File: src/rtl/pgo_pkg.sv
package pgo_pkg;
    localparam int NGRP     = 4;
    localparam int GRP_LO   = 0;
    localparam int GRP_HI   = 1;
    localparam int GRP_CTL  = 2;
    localparam int GRP_STB  = 3;

    typedef enum logic [1:0] {
        ADDR_TAKE = 2'd0,
        ADDR_DIR  = 2'd1,
        ADDR_DAT  = 2'd2,
        ADDR_NONE = 2'd3
    } reg_addr_e;
endpackage

File: src/rtl/pgo_sync.sv
module pgo_sync #(
    parameter int W = 19
) (
    input  logic         clk,
    input  logic         rst_n,
    input  logic [W-1:0] din,
    output logic [W-1:0] dout
);
    typedef struct packed {
        logic [W-1:0] s1;
        logic [W-1:0] s2;
    } sync_t;

    sync_t st_d, st_q;

    always_comb begin
        st_d    = st_q;
        st_d.s1 = din;
        st_d.s2 = st_q.s1;
    end

    always_ff @(posedge clk or negedge rst_n) begin
        if (!rst_n) st_q <= '0;
        else        st_q <= st_d;
    end

    assign dout = st_q.s2;
endmodule

File: src/rtl/pgo_regs.sv
module pgo_regs
    import pgo_pkg::*;
#(
    parameter int NPIN  = 19,
    parameter int REG_W = 32
) (
    input  logic             clk,
    input  logic             rst_n,
    input  logic [1:0]       addr,
    input  logic             wr,
    input  logic [REG_W-1:0] wdata,
    input  logic [REG_W-1:0] wmask,
    input  logic [NPIN-1:0]  sync_in,
    output logic [NGRP-1:0]  take_q,
    output logic [NPIN-1:0]  dir_q,
    output logic [NPIN-1:0]  dat_q,
    output logic [REG_W-1:0] rdata
);
    typedef struct packed {
        logic [NGRP-1:0] take;
        logic [NPIN-1:0] dir;
        logic [NPIN-1:0] dat;
    } regs_t;

    regs_t r_d, r_q;
    logic [NPIN-1:0] dat_wm;

    always_comb begin
        r_d    = r_q;
        dat_wm = wmask[NPIN-1:0] & r_q.dir;
        rdata  = '0;
        if (wr) begin
            unique case (reg_addr_e'(addr))
                ADDR_TAKE: r_d.take = (r_q.take & ~wmask[NGRP-1:0]) | (wdata[NGRP-1:0] & wmask[NGRP-1:0]);
                ADDR_DIR:  r_d.dir  = (r_q.dir & ~wmask[NPIN-1:0]) | (wdata[NPIN-1:0] & wmask[NPIN-1:0]);
                ADDR_DAT:  r_d.dat  = (r_q.dat & ~dat_wm) | (wdata[NPIN-1:0] & dat_wm);
                default:   r_d      = r_q;
            endcase
        end
        unique case (reg_addr_e'(addr))
            ADDR_TAKE: rdata[NGRP-1:0] = r_q.take;
            ADDR_DIR:  rdata[NPIN-1:0] = r_q.dir;
            ADDR_DAT:  rdata[NPIN-1:0] = (r_q.dat & r_q.dir) | (sync_in & ~r_q.dir);
            default:   rdata           = '0;
        endcase
    end

    always_ff @(posedge clk or negedge rst_n) begin
        if (!rst_n) r_q <= '0;
        else        r_q <= r_d;
    end

    assign take_q = r_q.take;
    assign dir_q  = r_q.dir;
    assign dat_q  = r_q.dat;
endmodule

File: src/rtl/pgo_pinmux.sv
module pgo_pinmux
    import pgo_pkg::*;
#(
    parameter int BYTE_W = 8,
    parameter int CTL_W  = 2,
    localparam int NPIN  = 2*BYTE_W + CTL_W + 1
) (
    input  logic [NGRP-1:0] take,
    input  logic [NPIN-1:0] dir,
    input  logic [NPIN-1:0] dat,
    input  logic [NPIN-1:0] pad_in,
    input  logic [NPIN-1:0] host_out,
    input  logic [NPIN-1:0] host_oe,
    output logic [NPIN-1:0] pad_out,
    output logic [NPIN-1:0] pad_oe,
    output logic [NPIN-1:0] host_in
);
    for (genvar i = 0; i < NPIN; i++) begin : g_pin
        localparam int   GRP   = (i < BYTE_W)           ? GRP_LO  :
                                 (i < 2*BYTE_W)         ? GRP_HI  :
                                 (i < 2*BYTE_W + CTL_W) ? GRP_CTL : GRP_STB;
        localparam logic FORCE = (GRP == GRP_CTL) || (GRP == GRP_STB);

        assign pad_out[i] = take[GRP] ? dat[i]  : host_out[i];
        assign pad_oe[i]  = take[GRP] ? dir[i]  : host_oe[i];
        assign host_in[i] = take[GRP] ? FORCE   : pad_in[i];
    end
endmodule

File: src/rtl/pin_gpio_overlay.sv
module pin_gpio_overlay
    import pgo_pkg::*;
#(
    parameter int BYTE_W = 8,
    parameter int CTL_W  = 2,
    parameter int REG_W  = 32,
    localparam int NPIN  = 2*BYTE_W + CTL_W + 1
) (
    input  logic             clk,
    input  logic             rst_n,
    input  logic [1:0]       reg_addr,
    input  logic             reg_wr,
    input  logic [REG_W-1:0] reg_wdata,
    input  logic [REG_W-1:0] reg_wmask,
    output logic [REG_W-1:0] reg_rdata,
    input  logic [NPIN-1:0]  pad_in,
    output logic [NPIN-1:0]  pad_out,
    output logic [NPIN-1:0]  pad_oe,
    input  logic [NPIN-1:0]  host_out,
    input  logic [NPIN-1:0]  host_oe,
    output logic [NPIN-1:0]  host_in
);
    logic [NGRP-1:0] take_q;
    logic [NPIN-1:0] dir_q;
    logic [NPIN-1:0] dat_q;
    logic [NPIN-1:0] pin_sync;

    pgo_sync #(.W(NPIN)) u_sync (
        .clk   (clk),
        .rst_n (rst_n),
        .din   (pad_in),
        .dout  (pin_sync)
    );

    pgo_regs #(.NPIN(NPIN), .REG_W(REG_W)) u_regs (
        .clk     (clk),
        .rst_n   (rst_n),
        .addr    (reg_addr),
        .wr      (reg_wr),
        .wdata   (reg_wdata),
        .wmask   (reg_wmask),
        .sync_in (pin_sync),
        .take_q  (take_q),
        .dir_q   (dir_q),
        .dat_q   (dat_q),
        .rdata   (reg_rdata)
    );

    pgo_pinmux #(.BYTE_W(BYTE_W), .CTL_W(CTL_W)) u_mux (
        .take     (take_q),
        .dir      (dir_q),
        .dat      (dat_q),
        .pad_in   (pad_in),
        .host_out (host_out),
        .host_oe  (host_oe),
        .pad_out  (pad_out),
        .pad_oe   (pad_oe),
        .host_in  (host_in)
    );
endmodule

File: config.mk
export PLATFORM = sky130hd
export DESIGN_NAME = pin_gpio_overlay
export DESIGN_NICKNAME = d
export VERILOG_FILES = /design/src/rtl/pgo_pkg.sv /design/src/rtl/pgo_sync.sv /design/src/rtl/pgo_regs.sv /design/src/rtl/pgo_pinmux.sv /design/src/rtl/pin_gpio_overlay.sv
export SDC_FILE = /design/constraint.sdc
export NUM_CORES = 1
export LEC_CHECK = 0
export BUFFER_PORTS_ARGS = -buffer_cell sky130_fd_sc_hd__clkbuf_2
export CAP_MARGIN = 0
export CORE_MARGIN = 2
export CORE_UTILIZATION = 40
export CTS_BUF_LIST = sky130_fd_sc_hd__clkbuf_8
export CTS_CLUSTER_SIZE = 12
export DETAILED_ROUTE_END_ITERATION = 6
export PLACE_DENSITY = 0.73
export SLEW_MARGIN = 20
export SYNTH_ARGS = -nofsm -noshare
export SYNTH_HDL_FRONTEND = slang
export SYNTH_SLANG_ARGS = --single-unit
File: constraint.sdc
create_clock -name clk -period 3.2 [get_ports clk]
set_input_delay 0.16 -clock clk [delete_from_list [all_inputs] [get_ports clk]]
set_output_delay 0.16 -clock clk [all_outputs]
set_load 0.02 [all_outputs]
## Word level (Yosys, flattened, before mapping)

Cells that the tools add are included.

| operators by class | value |
|---|---|
| shifts and indexed selects | 0 |
| $lt $le $gt $ge | 0 |
| muxes and demuxes | 59 |
| bitwise operators | 17 |
| $add $sub $neg | 0 |
| div/mod/pow operators | 0 |
| equality and inequality tests | 2 |
| multipliers | 0 |
| reduce and logical (&&, ||, !) cells | 4 |

Operators with widths:

| operator | number |
|---|---|
| bitwise AND 19 bit | 7 |
| two-way mux 1 bit | 57 |
| NOT 19 bit | 3 |
| OR 19 bit | 3 |
| case mux 15 bit (2 select lines) | 1 |
| case mux 4 bit (3 select lines) | 1 |
| bitwise AND 4 bit | 2 |
| AND reduction 2 bit | 3 |
| NOT 4 bit | 1 |
| OR 4 bit | 1 |
| == test 2 x 1 -> 1 bit, second input constant | 1 |
| == test 2 bit, second input constant | 1 |
| logical NOT 2 bit | 1 |

| word-level totals | value |
|---|---|
| bits in read-only memories | 0 |
| bits in registers | 80 |
| bits of input ports | 126 |
| RAM bits | 0 |
| latch bits | 0 |
| memories kept | 0 |

## Longest topological paths before layout

Gate-level depths: netlist of the first run.

| logic depth | value |
|---|---|
| word-level depth | 4 |
| gate-level depth with buffers | 6 |
| mapped depth without buffers | 4 |

## By module

Synthesis of the first run repeated with hierarchy kept, for this count alone.

| second synthesis, totals | value |
|---|---|
| cells, all modules | 315 |
| area total of the unflattened synthesis | 4108.9 um^2 |

Modules (own cells, without submodules):

| module | cells an instance | times used | area an instance (um^2) |
|---|---|---|---|
| pgo_regs | 214 | 1 | 2436.1 |
| pgo_sync | 38 | 1 | 950.9 |
| pgo_pinmux | 63 | 1 | 721.9 |

## Least setup slack after synthesis of the first run

OpenSTA, ideal clock, no wires.

| timing path | value |
|---|---|
| kind | input -> output |
| from | in reg_addr[0] |
| to | out reg_rdata[10] |
| arrival | 1.373 ns |
| stages | 6 |
| path buffers | 2 |
| setup slack | 1.667 ns |
| required time | 3.040 ns |
| cells stage by stage | inv_1 ha_1 buf_4 buf_2 nand2_1 a311oi_1 |

| between the ends | value |
|---|---|
| longest elaborated chain between the ends | 2 |
| elaborated cells on any way between the ends | 3 |
| those cells by class | eq/ne: 2; mux: 1 |

Ends and longest elaborated chain:

| element | RTL line | RTL |
|---|---|---|
| start: declaration | pin_gpio_overlay.sv:11 | `input logic [1:0] reg_addr,` |
| == test 2 bit or == test 2 x 1 -> 1 bit (tied branches) | pgo_regs.sv:40 | `unique case (reg_addr_e'(addr))` |
| case mux 15 bit (2 select lines) * | pgo_regs.sv:40 |  |
| end: declaration | pin_gpio_overlay.sv:15 | `output logic [REG_W-1:0] reg_rdata,` |

Mark *: on every way between the ends. The rest lies on a longest branch, timed or not.

## Worst setup path in the final report of the first run

| timing path | value |
|---|---|
| from | in reg_addr[0] |
| to | out reg_rdata[6] |

The elaborated chain is that of the path after synthesis.

==> results of run 1 <==
layout make-up:
cell class | instances | area [sq um]
clock buffer | 9 | 124
clock inverter | 5 | 98.8
fill | 848 | 4460
inverter | 4 | 15.0
multi-input combinational | 219 | 1740
sequential | 80 | 2000
tap | 133 | 166
timing repair buffer | 199 | 1120
routing by layer:
layer  vias up  track usage (%)  share of wire [%]
met5         -                0                  0
met2       132             31.7                 52
li1       1541                -                  -
met4         0             5.98                1.1
met1      1619             23.4                 41
met3        11             4.34                6.0
placed cells by master, fill, tap and decap left out, types with 9 or more instances in the layout:
cell type      count
clkbuf_2         174
dfrtp_1           80
mux2_2            62
nand3_1           24
dlygate4sd3_1     20
nand4_1           19
mux2_1            18
nand2_1           15
a21oi_1           14
a311oi_1          14
nor2b_1           14
conb_1            13
clkbuf_8           9
kinds of logic after synthesis:
kind of cell / Yosys count / share of synthesized area (%)
other: 1 / 0.0943
AOI/OAI and AO/OA: 37 / 6.36
buffers and inverters: 40 / 6.89
and+or+nand+nor: 79 / 10.8
adders and majority gates: 5 / 1.57
muxes: 85 / 23.9
DFF: 80 / 50.4
power by group:
group | switching (uW) | internal, uW
Clock | 336 | 506
Combinational | 535 | 468
Sequential | 199 | 1180
through the flow:
stage                     worst slack (ps)  utilization, %  instances  cell area, sq um
after floorplan                       1670               -        339              4020
after global placement                1080            49.6        614              4830
after detailed placement              1070            49.6        614              4830
after CTS                             1070            53.9        647              5240
after global routing                   903            54.2        649              5270
final                                 1100            54.2        649              5270
repair_timing:
item / in CTS / in global routing
gates resized for setup: 0 / 0
endpoints found under the hold margin: 19 / 43
hold buffers: 19 / 1
how the worst max path moves through the flow:
stage	endpoint	slack, ps
2_1_floorplan	reg_rdata[10]	1670
3_3_place_gp	reg_rdata[7]	1080
3_5_place_dp	reg_rdata[6]	1070
4_1_cts	reg_rdata[6]	1070
5_1_grt	reg_rdata[1]	900
6_report	reg_rdata[6]	1100
==> reports/qor.yml, run 1 <==
power_and_ir_drop:
  power-per-cell-area_mw_per_mm2: 611
  p_total_uw: 3220
  p_leak_uw: 0.00253
  irDropWorstVdd_uv: 363
placement:
  gp_congestion: 0.776
  dp_hpwl_um: 7060
  io_buffers: 175
routing:
  via_count: 3303
  ant_nets: 0
  wl_per_cell_um: 15.4
  routed_wl_um: 10000
  viasPerCell: 5.09
  drt_iter0_markers: 83
  drc_errors: 0
  dr.pass1.iters: 4
setup_path:
  crit_path_start: "reg_addr[0]"
  path_common_cell: "clkbuf_2"
  cp_slowest_cell: "ha_1"
  crit_cells: 7
  cp_max_fo: 18
  crit_required_ps: 3040
  startpoint_type: "input pin"
  crit_path_end_kind: "output pin"
  critical_path_arrival_ps: 1940
  worst-setup-path-type: "in2out"
  r2r_setup_slack_ps: 1860
  reg2regPathDepth: 1
  slowest_delay_ps: 660
  path_cells: "clkbuf_2, inv_1, ha_1, buf_4, nand2_1, a311oi_1, clkbuf_2"
  critPathBufInv: 4
  crit_family: "buffers and inverters"
synth:
  synth_edf_count: 0
  netlist_instances: 327
  syn_area_sq_mm: 0.00398
  ys_async_sr_fraction_pct: 100
  yosysWarnings: 0
  ys_types: 23
  synth_common_cells: "dfrtp_1, mux2_2, nand3_1"
  synth_area_leaders: "dfrtp_1, mux2_2, mux2_1"
  syn_avg_cell_area_sq_um: 12.2
  seq_area_frac_synth_pct: 50.4
  synth-seq-cells: 80
  yosysMostFrequentCell: "dfrtp_1"
  synth_top_area_share_pct: 50.4
  synth_flop_cell: "dfrtp_1"
  synth_largest_area_cell: "dfrtp_1"
grt:
  grt_pass1_wl_um: 16200
  grt_pass1_vias: 3319
  grt_usage_pct: 18.6
  overflow: 0
  grt_start_max_net_pins: 81
  antenna_found_initial: 0
clock_tree:
  clk_path_buf_depth: 2
  cts_num_sinks: 80
  cts.reportedPaths.clkPinSlew_ps: 80
  numCtsBuffers: 9
  clkLatencyLatePin_ps: 330
  cts_root_buffer: "clkbuf_8"
  cts_setup_buffers: 0
  htreeDepth: 3
  cts_tree: "yes"
floorplanning:
  io_pins: 215
  placementRows: 36
  start_util_pct: 40.9
  die_h_um: 104
  die_w_um: 104
  dieArea_sq_mm: 0.0108
  core-area_sq_mm: 0.00973
timing:
  hold_viol: 0
  layout_min_cycle_time_ps: 2100
  clock_skew_ps: 7.25
  fin_crit_sh_pct: 65.6
  setup_viol: 0
  maxSlewViolCount: 0
  tightest_slew_ps: 961
  grt_setup_unrepaired: "false"
  fmax_mhz: 476
  slew_headroom_pct: 35.9
  tns_ps: 0
  fin_hold_ws_ps: 56.2
cells_and_area:
  drive_above_1_share_pct: 49.8
  antenna_cells: 0
  area_delta_synth_final_pct: 32.6
  nets: 644
hold_path:
  worstHoldStart: "reg_wdata[5]"
  whs_path_depth: 2
  min_path_type: "in2reg"
flow_run:
  max-cap-violations: 0
run_status:
  status: "complete, no violations"
Note: power is estimated with default switching activity, not from simulation.
==> run 2: changes to the inputs <==
--- a/config.mk
+++ b/config.mk
@@ -12,7 +12,7 @@
 export CTS_BUF_LIST = sky130_fd_sc_hd__clkbuf_8
 export CTS_CLUSTER_SIZE = 12
 export DETAILED_ROUTE_END_ITERATION = 6
-export PLACE_DENSITY = 0.73
+export PLACE_DENSITY = 0.76
 export SLEW_MARGIN = 20
 export SYNTH_ARGS = -nofsm -noshare
 export SYNTH_HDL_FRONTEND = slang
==> constraint.sdc (replaced) <==
create_clock -name clk -period 1.8 [get_ports clk]
set_input_delay 0.09 -clock clk [delete_from_list [all_inputs] [get_ports clk]]
set_output_delay 0.09 -clock clk [all_outputs]
set_load 0.02 [all_outputs]
==> run 2 against run 1 <==
Combinational power rose by 93%. Register-to-register slack got worse by 1100 ps. Flip-flop and latch count did not move. Critical endpoint is now pad_oe[10]. Sequential power rose by 72%. Via count rose by 1.7%.
==> reports/qor.yml, run 2 (synthesis results as in run 1) <==
run_status:
  status: "complete, no violations"
routing:
  dr.pass1.iters: 4
  via_count: 3360
  wl_per_cell_um: 15.2
  top_layer: "met4"
  met2WireLength_um: 5380
  drt-met1-wl_um: 4180
  routed_wl_um: 10300
  drt_iter0_markers: 112
  viasPerCell: 4.96
  wl_met3_um: 523
  ant_nets: 0
  drc_errors: 0
timing:
  fin_hold_ws_ps: 81.6
  tightest_slew_ps: 639
  clock_skew_ps: 10.7
  grt_setup_unrepaired: "false"
  tns_ps: 0
  slew_headroom_pct: 57.3
  layout_min_cycle_time_ps: 1650
  fin_crit_sh_pct: 91.9
  hold_viol: 0
  maxSlewViolCount: 0
  fmax_mhz: 605
  setup_viol: 0
  fin_ws_ps: 147
cells_and_area:
  drive_above_1_share_pct: 48.7
  layout_common_cells: "clkbuf_2, dfrtp_1, mux2_2"
  nets: 670
  antenna_cells: 0
  fillers: 834
  final_common_cell: "clkbuf_2"
  area_delta_synth_final_pct: 37.9
  final_core_utilization_pct: 56.3
clock_tree:
  cts_root_buffer: "clkbuf_8"
  cts_tree: "yes"
  clkLatencyLatePin_ps: 350
  cts_setup_buffers: 0
  clk_path_buf_depth: 2
  htreeDepth: 3
  cts_num_sinks: 80
  numCtsBuffers: 9
  cts.reportedPaths.clkPinSlew_ps: 80
placement:
  io_buffers: 175
  pre_cts_ws_ps: 238
  gp_congestion: 0.753
  dp_hpwl_um: 7150
setup_path:
  crit_required_ps: 1710
  worst-setup-path-type: "reg2out"
  startpoint_type: "flop"
  crit_path_end_kind: "output pin"
  critical_path_arrival_ps: 1560
  reg2regPathDepth: 2
  cp_max_fo: 24
power_and_ir_drop:
  irDropWorstVdd_uv: 490
  p_leak_uw: 0.00262
  power-per-cell-area_mw_per_mm2: 1010
grt:
  grt_pass1_vias: 3416
  overflow: 0
  grt_start_max_net_pins: 43
  antenna_found_initial: 0
  grt_usage_pct: 19.1
  grt_pass1_wl_um: 16500
floorplanning:
  io_pins: 215
  die_h_um: 104
  placementRows: 36
  die_w_um: 104
  start_util_pct: 40.9
  core-area_sq_mm: 0.00973
  dieArea_sq_mm: 0.0108
hold_path:
  whs_path_depth: 3
  worstHoldStart: "reg_wmask[18]"
  min_path_type: "in2reg"
flow_run:
  max-cap-violations: 0
==> run 2: cell count changes in the layout (fill, tap and decap cells not counted) <==
cell / change
clkinvlp_4: +3
inv_1: +1
buf_4: +7
dlygate4sd3_1: +19
bufinv_16: -2
==> run 2: cell type report <==
class	instances	area (sq um)	share of cell area, %
sequential	80	2000	36.5
multi-input combinational	219	1740	31.8
timing repair buffer	225	1360	24.9
tap	133	166	3.04
clock buffer	9	124	2.26
clock inverter	7	65.1	1.19
inverter	4	15.0	0.274
==> run 2: report_power, final <==
| part | leakage [uW] | switching (uW) | internal, uW |
|---|---|---|---|
| Clock | 0.0000938 | 621 | 628 |
| Combinational | 0.00157 | 1050 | 880 |
| Sequential | 0.000957 | 270 | 2100 |
| Total | 0.00262 | 1940 | 3600 |
==> run 2: routing by layer <==
metal	GRT usage, %	up-vias
li1	-	1586
met1	22.0	1623
met2	34.9	129
met3	3.84	22
met4	7.05	0
met5	0	-
==> run 2: through the flow <==
| stage | total power, uW | area, sq um | std cells |
|---|---|---|---|
| after detailed placement | 4270 | 4900 | 622 |
| after floorplan | 3650 | 4020 | 339 |
| after global placement | 4210 | 4900 | 622 |
| after CTS | 5610 | 5480 | 677 |
| final | 5550 | 5480 | 677 |
| after global routing | 5880 | 5480 | 677 |
==> run 2: critical path, stage by stage (launching register included) <==
cell	delay [ps]
dfrtp_1	370
buf_4	290
mux2_2	380
clkbuf_2	160
==> run 2: path summary, 6_finish.rpt <==
| kind | endpoint | slack, ps |
|---|---|---|
| setup reg to reg | flop | 800 |
| setup / recovery | pad_oe[10] | 150 |
| min in group asynchronous | u_sync.st_d[5]$_DFF_PN0_ | 240 |
| hold / removal | flop | 80 |
| hold reg to reg | u_sync.dout[6]$_DFF_PN0_ | 350 |
| max in group asynchronous | u_sync.dout[7]$_DFF_PN0_ | 960 |
==> run 2: timing repair <==
item                                   CTS  global route
hold buffers                            39             0
endpoints found under the hold margin   93             0
resized for setup                        0             0
